===== src/rtl/serial_rx_pkg.sv =====
package serial_rx_pkg;

  typedef enum logic [2:0] {
    S_IDLE,
    S_START,
    S_DATA,
    S_PAR,
    S_STOP,
    S_WAITHI
  } rx_state_t;

  // One received character plus the configuration captured for it.
  typedef struct packed {
    logic [8:0] data;
    logic       par_bit;
    logic       stop_bit;
    logic [3:0] nbits;
    logic       par_en;
    logic       par_odd;
    logic       wide;
  } rx_frame_t;

  localparam logic [3:0] MIN_BITS = 4'd5;
  localparam logic [3:0] MAX_BITS = 4'd9;

  function automatic logic [3:0] clamp_bits(input logic [3:0] b);
    if (b < MIN_BITS) return MIN_BITS;
    if (b > MAX_BITS) return MAX_BITS;
    return b;
  endfunction

  function automatic logic [8:0] width_mask(input logic [3:0] nb);
    logic [9:0] t;
    t = (10'd1 << nb) - 10'd1;
    return t[8:0];
  endfunction

  function automatic logic parity_present(input rx_frame_t f);
    return f.par_en && (f.nbits != MAX_BITS);
  endfunction

  function automatic logic parity_bad(input rx_frame_t f);
    logic ones;
    ones = ^(f.data & width_mask(f.nbits));
    return parity_present(f) && (ones ^ f.par_bit ^ f.par_odd);
  endfunction

  function automatic logic line_break(input rx_frame_t f);
    logic par_low;
    par_low = !parity_present(f) || !f.par_bit;
    return ((f.data & width_mask(f.nbits)) == 9'd0) && par_low && !f.stop_bit;
  endfunction

  function automatic logic [7:0] pack_status(input logic perr, input logic ferr,
                                             input logic ovr, input logic brk,
                                             input logic b8);
    return {3'b000, b8, brk, ovr, ferr, perr};
  endfunction

endpackage


===== src/rtl/srx_frame_engine.sv =====
module srx_frame_engine
  import serial_rx_pkg::*;
#(
  parameter int OS_RATE     = 16,
  parameter int SYNC_STAGES = 2
) (
  input  logic       clk,
  input  logic       rst_n,
  input  logic       os_tick,
  input  logic       rx_line,
  input  logic [3:0] cfg_data_bits,
  input  logic       cfg_parity_en,
  input  logic       cfg_parity_odd,
  input  logic       cfg_wide,
  output logic       frame_done,
  output rx_frame_t  frame
);
  localparam int CNT_W = $clog2(OS_RATE);
  localparam logic [CNT_W-1:0] MID_CNT  = CNT_W'(OS_RATE / 2 - 1);
  localparam logic [CNT_W-1:0] LAST_CNT = CNT_W'(OS_RATE - 1);

  logic [SYNC_STAGES-1:0] sync_q;
  logic                   rx_s;
  rx_state_t              state;
  logic [CNT_W-1:0]       cnt;
  logic [3:0]             bit_idx;
  logic                   at_mid;
  logic                   at_last;

  always_ff @(posedge clk or negedge rst_n) begin
    if (!rst_n) sync_q <= '1;
    else        sync_q <= {sync_q[SYNC_STAGES-2:0], rx_line};
  end
  assign rx_s    = sync_q[SYNC_STAGES-1];
  assign at_mid  = (cnt == MID_CNT);
  assign at_last = (cnt == LAST_CNT);

  always_ff @(posedge clk or negedge rst_n) begin
    if (!rst_n) begin
      state      <= S_IDLE;
      cnt        <= '0;
      bit_idx    <= '0;
      frame      <= '0;
      frame_done <= 1'b0;
    end else begin
      frame_done <= 1'b0;
      if (state == S_WAITHI) begin
        if (rx_s) state <= S_IDLE;
      end else if (os_tick) begin
        case (state)
          S_IDLE: begin
            cnt <= '0;
            if (!rx_s) state <= S_START;
          end
          S_START: begin
            if (at_mid) begin
              cnt <= '0;
              if (!rx_s) begin
                state          <= S_DATA;
                bit_idx        <= '0;
                frame.data     <= '0;
                frame.par_bit  <= 1'b0;
                frame.nbits    <= clamp_bits(cfg_data_bits);
                frame.par_en   <= cfg_parity_en;
                frame.par_odd  <= cfg_parity_odd;
                frame.wide     <= cfg_wide;
              end else begin
                state <= S_IDLE;
              end
            end else begin
              cnt <= cnt + 1'b1;
            end
          end
          S_DATA: begin
            if (at_last) begin
              cnt                 <= '0;
              frame.data[bit_idx] <= rx_s;
              if (bit_idx == frame.nbits - 4'd1)
                state <= parity_present(frame) ? S_PAR : S_STOP;
              else
                bit_idx <= bit_idx + 4'd1;
            end else begin
              cnt <= cnt + 1'b1;
            end
          end
          S_PAR: begin
            if (at_last) begin
              cnt           <= '0;
              frame.par_bit <= rx_s;
              state         <= S_STOP;
            end else begin
              cnt <= cnt + 1'b1;
            end
          end
          S_STOP: begin
            if (at_last) begin
              cnt            <= '0;
              frame.stop_bit <= rx_s;
              frame_done     <= 1'b1;
              state          <= rx_s ? S_IDLE : S_WAITHI;
            end else begin
              cnt <= cnt + 1'b1;
            end
          end
          default: state <= S_IDLE;
        endcase
      end
    end
  end
endmodule


===== src/rtl/srx_status_eval.sv =====
module srx_status_eval
  import serial_rx_pkg::*;
(
  input  rx_frame_t   frame,
  output logic [7:0]  data_byte,
  output logic        perr,
  output logic        ferr,
  output logic        brk,
  output logic        bit8
);
  logic [8:0] masked;

  always_comb begin
    masked    = frame.data & width_mask(frame.nbits);
    data_byte = masked[7:0];
    perr      = parity_bad(frame);
    ferr      = !frame.stop_bit;
    brk       = line_break(frame);
    bit8      = (frame.nbits == MAX_BITS) ? masked[8] : 1'b0;
  end
endmodule


===== src/rtl/srx_push_ctrl.sv =====
module srx_push_ctrl
  import serial_rx_pkg::*;
#(
  parameter int FREE_W = 10
) (
  input  logic              clk,
  input  logic              rst_n,
  input  logic              frame_done,
  input  logic              wide,
  input  logic [7:0]        data_byte,
  input  logic              perr,
  input  logic              ferr,
  input  logic              brk,
  input  logic              bit8,
  input  logic [FREE_W-1:0] fifo_free,
  output logic              push_valid,
  output logic [7:0]        push_data,
  output logic              status_phase,
  output logic              room_ok
);
  logic [FREE_W-1:0] need;
  logic              ovr_pend;
  logic              stat_pend;
  logic [7:0]        stat_hold;

  assign need    = wide ? FREE_W'(2) : FREE_W'(1);
  assign room_ok = (fifo_free >= need);

  always_ff @(posedge clk or negedge rst_n) begin
    if (!rst_n) begin
      push_valid   <= 1'b0;
      push_data    <= '0;
      status_phase <= 1'b0;
      ovr_pend     <= 1'b0;
      stat_pend    <= 1'b0;
      stat_hold    <= '0;
    end else begin
      push_valid   <= 1'b0;
      status_phase <= 1'b0;
      if (stat_pend) begin
        push_valid   <= 1'b1;
        push_data    <= stat_hold;
        status_phase <= 1'b1;
        stat_pend    <= 1'b0;
      end else if (frame_done) begin
        if (room_ok) begin
          push_valid <= 1'b1;
          push_data  <= data_byte;
          ovr_pend   <= 1'b0;
          if (wide) begin
            stat_pend <= 1'b1;
            stat_hold <= pack_status(perr, ferr, ovr_pend, brk, bit8);
          end
        end else begin
          ovr_pend <= 1'b1;
        end
      end
    end
  end
endmodule


===== src/rtl/rx_char_packer.sv =====
module rx_char_packer
  import serial_rx_pkg::*;
#(
  parameter int OS_RATE = 16,
  parameter int FREE_W  = 10
) (
  input  logic              clk,
  input  logic              rst_n,
  input  logic              os_tick,
  input  logic              rx_line,
  input  logic [3:0]        cfg_data_bits,
  input  logic              cfg_parity_en,
  input  logic              cfg_parity_odd,
  input  logic              cfg_wide,
  input  logic [FREE_W-1:0] fifo_free,
  output logic              push_valid,
  output logic [7:0]        push_data
);
  logic       frame_done;
  rx_frame_t  frame;
  logic [7:0] data_byte;
  logic       perr;
  logic       ferr;
  logic       brk;
  logic       bit8;
  logic       status_phase;
  logic       room_ok;
  logic       cur_wide;

  assign cur_wide = frame.wide;

  srx_frame_engine #(.OS_RATE(OS_RATE), .SYNC_STAGES(2)) u_engine (
    .clk            (clk),
    .rst_n          (rst_n),
    .os_tick        (os_tick),
    .rx_line        (rx_line),
    .cfg_data_bits  (cfg_data_bits),
    .cfg_parity_en  (cfg_parity_en),
    .cfg_parity_odd (cfg_parity_odd),
    .cfg_wide       (cfg_wide),
    .frame_done     (frame_done),
    .frame          (frame)
  );

  srx_status_eval u_eval (
    .frame     (frame),
    .data_byte (data_byte),
    .perr      (perr),
    .ferr      (ferr),
    .brk       (brk),
    .bit8      (bit8)
  );

  srx_push_ctrl #(.FREE_W(FREE_W)) u_push (
    .clk          (clk),
    .rst_n        (rst_n),
    .frame_done   (frame_done),
    .wide         (cur_wide),
    .data_byte    (data_byte),
    .perr         (perr),
    .ferr         (ferr),
    .brk          (brk),
    .bit8         (bit8),
    .fifo_free    (fifo_free),
    .push_valid   (push_valid),
    .push_data    (push_data),
    .status_phase (status_phase),
    .room_ok      (room_ok)
  );
endmodule


===== config.mk =====
export PLATFORM = sky130hd
export DESIGN_NAME = rx_char_packer
export DESIGN_NICKNAME = d
export VERILOG_FILES = /design/src/rtl/serial_rx_pkg.sv /design/src/rtl/srx_frame_engine.sv /design/src/rtl/srx_status_eval.sv /design/src/rtl/srx_push_ctrl.sv /design/src/rtl/rx_char_packer.sv
export SDC_FILE = /design/constraint.sdc
export NUM_CORES = 1
export LEC_CHECK = 0
export BUFFER_PORTS_ARGS = -buffer_cell sky130_fd_sc_hd__buf_4
export CORE_ASPECT_RATIO = 0.9
export CORE_MARGIN = 2
export CORE_UTILIZATION = 30
export CTS_CLUSTER_DIAMETER = 150
export CTS_CLUSTER_SIZE = 25
export DETAILED_ROUTE_END_ITERATION = 12
export GPL_TIMING_DRIVEN = 0
export SLEW_MARGIN = 40
export SYNTH_ARGS = -nofsm -noshare
export SYNTH_HDL_FRONTEND = slang
export SYNTH_SLANG_ARGS = --single-unit

===== constraint.sdc =====
create_clock -name clk -period 2.7 [get_ports clk]
set_clock_uncertainty 0.05 [all_clocks]
set_input_delay 0.135 -clock clk [delete_from_list [all_inputs] [get_ports clk]]
set_output_delay 0.135 -clock clk [all_outputs]
set_load 0.005 [all_outputs]

[Word level (Yosys, flattened, before mapping)]
Cells that the tools add are included.
Word-level totals
  ROM bits: 0
  memories: 0
  input port bits: 21
  output and inout port bits: 9
  logic and storage cells: 148
  bits in latches: 0
  memory bits (writable): 0
  register bits after elaboration: 48
Cells by class
  reductions and logical operators: 29
  multiply operators: 0
  bitwise operators: 6
  div/mod/pow operators: 0
  equal/unequal tests: 22
  add/subtract/negate cells: 4
  magnitude comparators: 5
  shift-type cells: 1
  mux-type cells: 64
Operators by type and width (count)
  two-way mux 4 bit: 10
  two-way mux 3 bit: 11
  two-way mux 1 bit: 28
  two-way mux 8 bit: 3
  two-way mux 10 bit: 2
  one-hot mux 9 bit (2 select lines): 1
  inequality test 3 x 1 -> 1 bit, second input constant: 5
  one-hot mux 3 bit (5 select lines): 1
  one-hot mux 4 bit (3 select lines): 1
  AND reduction 6 bit: 2
  >= comparator 10 bit: 1
  nonzero test 2 bit: 5
  bitwise AND 9 bit: 1
  bitwise mux 9 bit: 1
  logical NOT 9 bit: 1
  two-way mux 9 bit: 1
  parity 9 bit: 1
  << shifter 1 x 4 -> 9 bit, first input constant: 1
  subtractor 9 x 1 -> 9 bit, second input constant: 1
  adder 4 x 1 -> 4 bit, second input constant: 2
  == test 4 bit, second input constant: 2
  inequality test 2 x 1 -> 1 bit, second input constant: 4
  one-hot mux 4 bit (2 select lines): 1
  AND reduction 4 bit: 2
  29 further kinds: 43

[Longest topological paths before layout]
  word-level depth: 15
  mapped depth: 14
  mapped depth without buffers: 13

[By module]
From an unflattened synthesis, not the netlist that was laid out.
Unflattened totals
  cell total of the unflattened synthesis: 330
  area, all modules: 3149.3 um2
Modules (own cells, without submodules)
  srx_frame_engine: area an instance 1825.5 um2, seq. area each 803.3 um2, cells an instance 208, instances 1
  srx_push_ctrl: area an instance 843.3 um2, seq. area each 425.4 um2, cells an instance 60, instances 1
  srx_status_eval: area an instance 480.5 um2, seq. area each 0.0 um2, cells an instance 62, instances 1

[Worst setup path before layout]
No wires, ideal clock.
  kind: reg2reg
  start: register, netlist name u_engine.frame[3]
  end: register u_push.stat_hold[0]
  cell stages (with the launch flop): 15
  buffers on the path: 1
  clock period less this slack: 2.699 ns
  library setup time: 0.096 ns
  path slack: 0.001 ns
  arrival time: 2.554 ns
  required time: 2.554 ns
  cells stage by stage: dfrtp_1 inv_1 ha_1 clkbuf_1 nand2_1 ha_1 o31ai_1 xor2_1 nand2_1 ha_1 xnor2_1 xnor2_1 xnor2_1 xnor2_1 o31ai_1
On the way
  word-level cells in the longest chain between the ends: 7
  elaborated cells on any way between the ends: 9
  classes of those cells: add/sub: 1; eq/ne: 1; shift: 1; bitwise: 3; reduce/logical: 3
Ends and longest elaborated chain
  << shifter 1 x 4 -> 9 bit: line serial_rx_pkg.sv:34  | t = (10'd1 << nb) - 10'd1;
  subtractor 9 x 1 -> 9 bit: line serial_rx_pkg.sv:34
  bitwise AND 9 bit: line serial_rx_pkg.sv:44  | ones = ^(f.data & width_mask(f.nbits));
  parity 9 bit: line serial_rx_pkg.sv:44
  XOR 1 bit (2 in series): line serial_rx_pkg.sv:45  | return parity_present(f) && (ones ^ f.par_bit ^ f.par_odd);
  logical AND 1 bit (*): line serial_rx_pkg.sv:45
  end signal: assignment: line srx_push_ctrl.sv:52  | stat_hold <= pack_status(perr, ferr, ovr_pend, brk, bit8);
  end: declaration: line srx_push_ctrl.sv:24  | logic [7:0] stat_hold;
Mark *: on every way between the ends. The rest lies on a longest branch, timed or not.
A chain may end at the register's enable or synchronous reset.

[Final worst setup path]
  start: register, netlist name u_engine.frame[4]
  end: register u_push.stat_hold[0]
On the way
  word-level cells in the longest chain between the ends: 7
  elaborated cells on any way between the ends: 9
  classes of those cells: add/sub: 1; eq/ne: 1; shift: 1; bitwise: 3; reduce/logical: 3
Ends and longest elaborated chain (line)
  << shifter 1 x 4 -> 9 bit: serial_rx_pkg.sv:34
  subtractor 9 x 1 -> 9 bit: serial_rx_pkg.sv:34
  bitwise AND 9 bit: serial_rx_pkg.sv:44
  parity 9 bit: serial_rx_pkg.sv:44
  XOR 1 bit (2 in series): serial_rx_pkg.sv:45
  logical AND 1 bit (*): serial_rx_pkg.sv:45
Marks and branches as above.

==> metrics <==
outcome complete, no violations; I/O Pins 30; YS warnings 0; Initial DRC Count 181; initial antenna violation count 0; post-synthesis compound-gate area fraction 20.5%; met3 wire len ~270 µm; Synth Register Bits 48; critical path capture point u_push.stat_hold[0]; routed len/inst 13.6 µm; Synth Area in XOR/XNOR 5.02%; post-synthesis cell type count ~60; Post-Synthesis Cells 315; die area 10500 µm²; total routed wirelength 6740 µm; DR pass1 iterations 4; Seq/Total Area, Yosys between 40% and 50%; first-pass GRT wire length 11100 µm; CTS tree done; top area cells in the synthesized netlist dfrtp_1, ha_1, nand2_1; P_int approximately 1.7 mW; count leader, synth dfrtp_1; Clk Latency, worst-skew pair 0.30 ns; clock slew at reported path FFs 0.09 ns; area occupied by multi-input gates 1720 µm²; clk sinks 48; GP Congestion 0.830; nets 408; Die Ht 97.5 µm; Layout area overhead 27.6%; clock power share a little over a fifth; Port Buffers 29; Num CTS Buffers 5; Final Max Tran Viols 0; Final Critical Period 2.58 ns; Primary FF master, synth dfrtp_1; FF-to-FF End u_push.stat_hold[0]; share of cells above drive strength 1 24.3%; mean post-synth cell area 9.25 µm²; H-tree depth 2; crit path max fanout 6; via count 2519; Netlist Area Pre-Place 2910 µm²; Synth top area share 39.5%; setup violators final 0; register share of total power approximately a third; row cnt 34; drc violations 0; Final ANT Viol Nets 0; Max-Cap Viols 0; Die Width 108 µm; WL met1 about 3100 µm; root buffer cell clkbuf_8; maximum vdd drop ~220 µV; final hold violations 0; Reg2Reg Setup Slack 0.12 ns; combinational power share 44.2%; vias in the first global route 2308; Final Util 38.8%; Initial Util 30.4%; relative slew slack a little over half; cell depth of the worst flop-to-flop path 13; number of synthesized flops with an enable pin 0; grt ovf 0; largest net degree at the start of global routing 49; Synth Net Count 353; WS Path Type reg2reg; # fillers around 950; ant diodes 0; CP endpoint kind register; Arr. time, crit path 2.74 ns; Req. time, crit path 2.86 ns; most frequent cells after synthesis dfrtp_1, nand2_1, inv_1, nor2_1; Vias/cell 5.07; uppermost routed layer met4; dominant cell type by area after synthesis dfrtp_1; Leak Pwr around 1.7 nW; RR Startpoint u_engine.frame[4]; crit path launch u_engine.frame[4]; fmax 388 MHz; Post-Synth Adder-Cell Area under 10%; Placement Cell Area 3290 µm²; Sw Pwr 1.02 mW; Synth Area in Simple Gates 19.1%; CP startpoint kind register; ys async rst share 100%; period utilization between 90% and 100%; switching fraction of total power 38.0%; mux cell area share after synthesis under 10%; worst-case clock buffer depth 2; core area 9570 µm²; hpwl dp 4940 µm; pwr dens 726 nW/µm²; largest family of logic cells by synthesized area compound AO/OA/AOI/OAI gates; measured slew at the worst slew-check pin 0.679 ns; total track usage 13.1%; DR WL met2 3330 µm; hold crit path type in2reg; register area ~1200 µm²; final instance area 3720 µm²
==> what timing repair did <==
action,4_1_cts,5_1_grt
hold endpoints to repair,51,0
buffers inserted,10,6
setup endpoints to repair,2,2
gates resized for setup,20,10
hold buffers,6,0
pin swaps,8,12
==> power groups by stage <==
stage               Clock (mW)  Combinational (mW)  Sequential (mW)
floorplan                    0               0.757            0.912
global placement             0               0.946            0.945
detailed placement           0               0.956            0.954
CTS                      0.586                1.10            0.941
global route             0.615                1.33            0.954
finish                   0.567                1.19            0.939
==> worst max-delay path, stage by stage, from the launching register on <==
cell and delay (ns):
dfrtp_1 0.43, inv_2 0.13, ha_4 0.20, nand2_2 0.07, ha_4 0.18, o31ai_4 0.07, xor2_1 0.25, nand2_2 0.12
ha_4 0.25, xnor2_2 0.13, xnor2_1 0.13, xnor2_1 0.19, xnor2_1 0.11, o31ai_2 0.18
==> area by class of cell <==
| cell class | count | share of cell area (%) |
|---|---|---|
| multi-input cells | 236 | 46.2 |
| flip-flops and latches | 48 | 32.5 |
| repair buffers | 51 | 10.7 |
| well taps | 126 | 4.24 |
| clock buffers | 7 | 2.59 |
| inverters | 20 | 2.09 |
| plain buffers | 8 | 0.841 |
| clock inverters | 1 | 0.808 |
==> cell families after synthesis <==
group           Yosys count
flops                    48
xor+xnor                 15
simple gates            110
fa+ha+maj                17
mux                       7
compound gates           87
buf+inv                  31
==> state kept, by name, summed over array words and instances (netlist names) <==
| name | flops |
|---|---|
| u_engine.frame_done | 1 |
| u_push.stat_hold | 5 |
| u_engine.sync_q | 2 |
| u_push.push_data | 8 |
| u_engine.cnt | 4 |
| u_engine.state | 3 |
| u_engine.bit_idx | 4 |
| u_push.stat_pend | 1 |
| u_engine.frame | 18 |
| u_push.push_valid | 1 |
| u_push.ovr_pend | 1 |
==> layer usage <==
metal	up-vias	GRT usage, %
met2	58	21.9
li1	1242	-
met1	1213	17.6
met3	6	2.15
met5	-	0
met4	0	3.55
==> how the worst min path moves through the flow <==
stage	from	end	slack (ns)	depth (start not counted)
after floorplan	rst_n	u_engine.bit_idx[0]	-0.21	0
after global placement	rst_n	u_push.push_data[0]	0.14	1
after detailed placement	rst_n	u_push.stat_pend	0.14	1
after CTS	cfg_data_bits[0]	u_engine.frame[3]	0.01	3
after global routing	cfg_data_bits[0]	u_engine.frame[3]	0.02	3
final	cfg_data_bits[0]	u_engine.frame[3]	0.01	3
==> layout by cell type, fill, tap and decap left out, types with 8 or more instances in the layout <==
master / n
a21oi_1: 17
buf_4: 45
dfrtp_1: 43
ha_1: 12
inv_1: 17
nand2_1: 35
nand3_1: 9
nor2_1: 16
nor3_1: 9
o21ai_0: 8
o21ai_1: 19
xnor2_1: 9
==> per-stage QoR <==
stage / TNS [ns] / instances / total power, mW / setup WS [ns] / hold WS (ns)
after floorplan: 0 / 315 / 1.67 / 0.000848 / -0.211
after global placement: -0.510 / 470 / 1.89 / -0.339 / 0.145
after detailed placement: -0.640 / 470 / 1.91 / -0.419 / 0.145
after CTS: 0 / 491 / 2.63 / 0.00164 / 0.0111
after global routing: -0.0167 / 497 / 2.89 / -0.0167 / 0.0164
final: 0 / 497 / 2.70 / 0.120 / 0.0119
No activity file was read; power rests on OpenSTA's default activity.
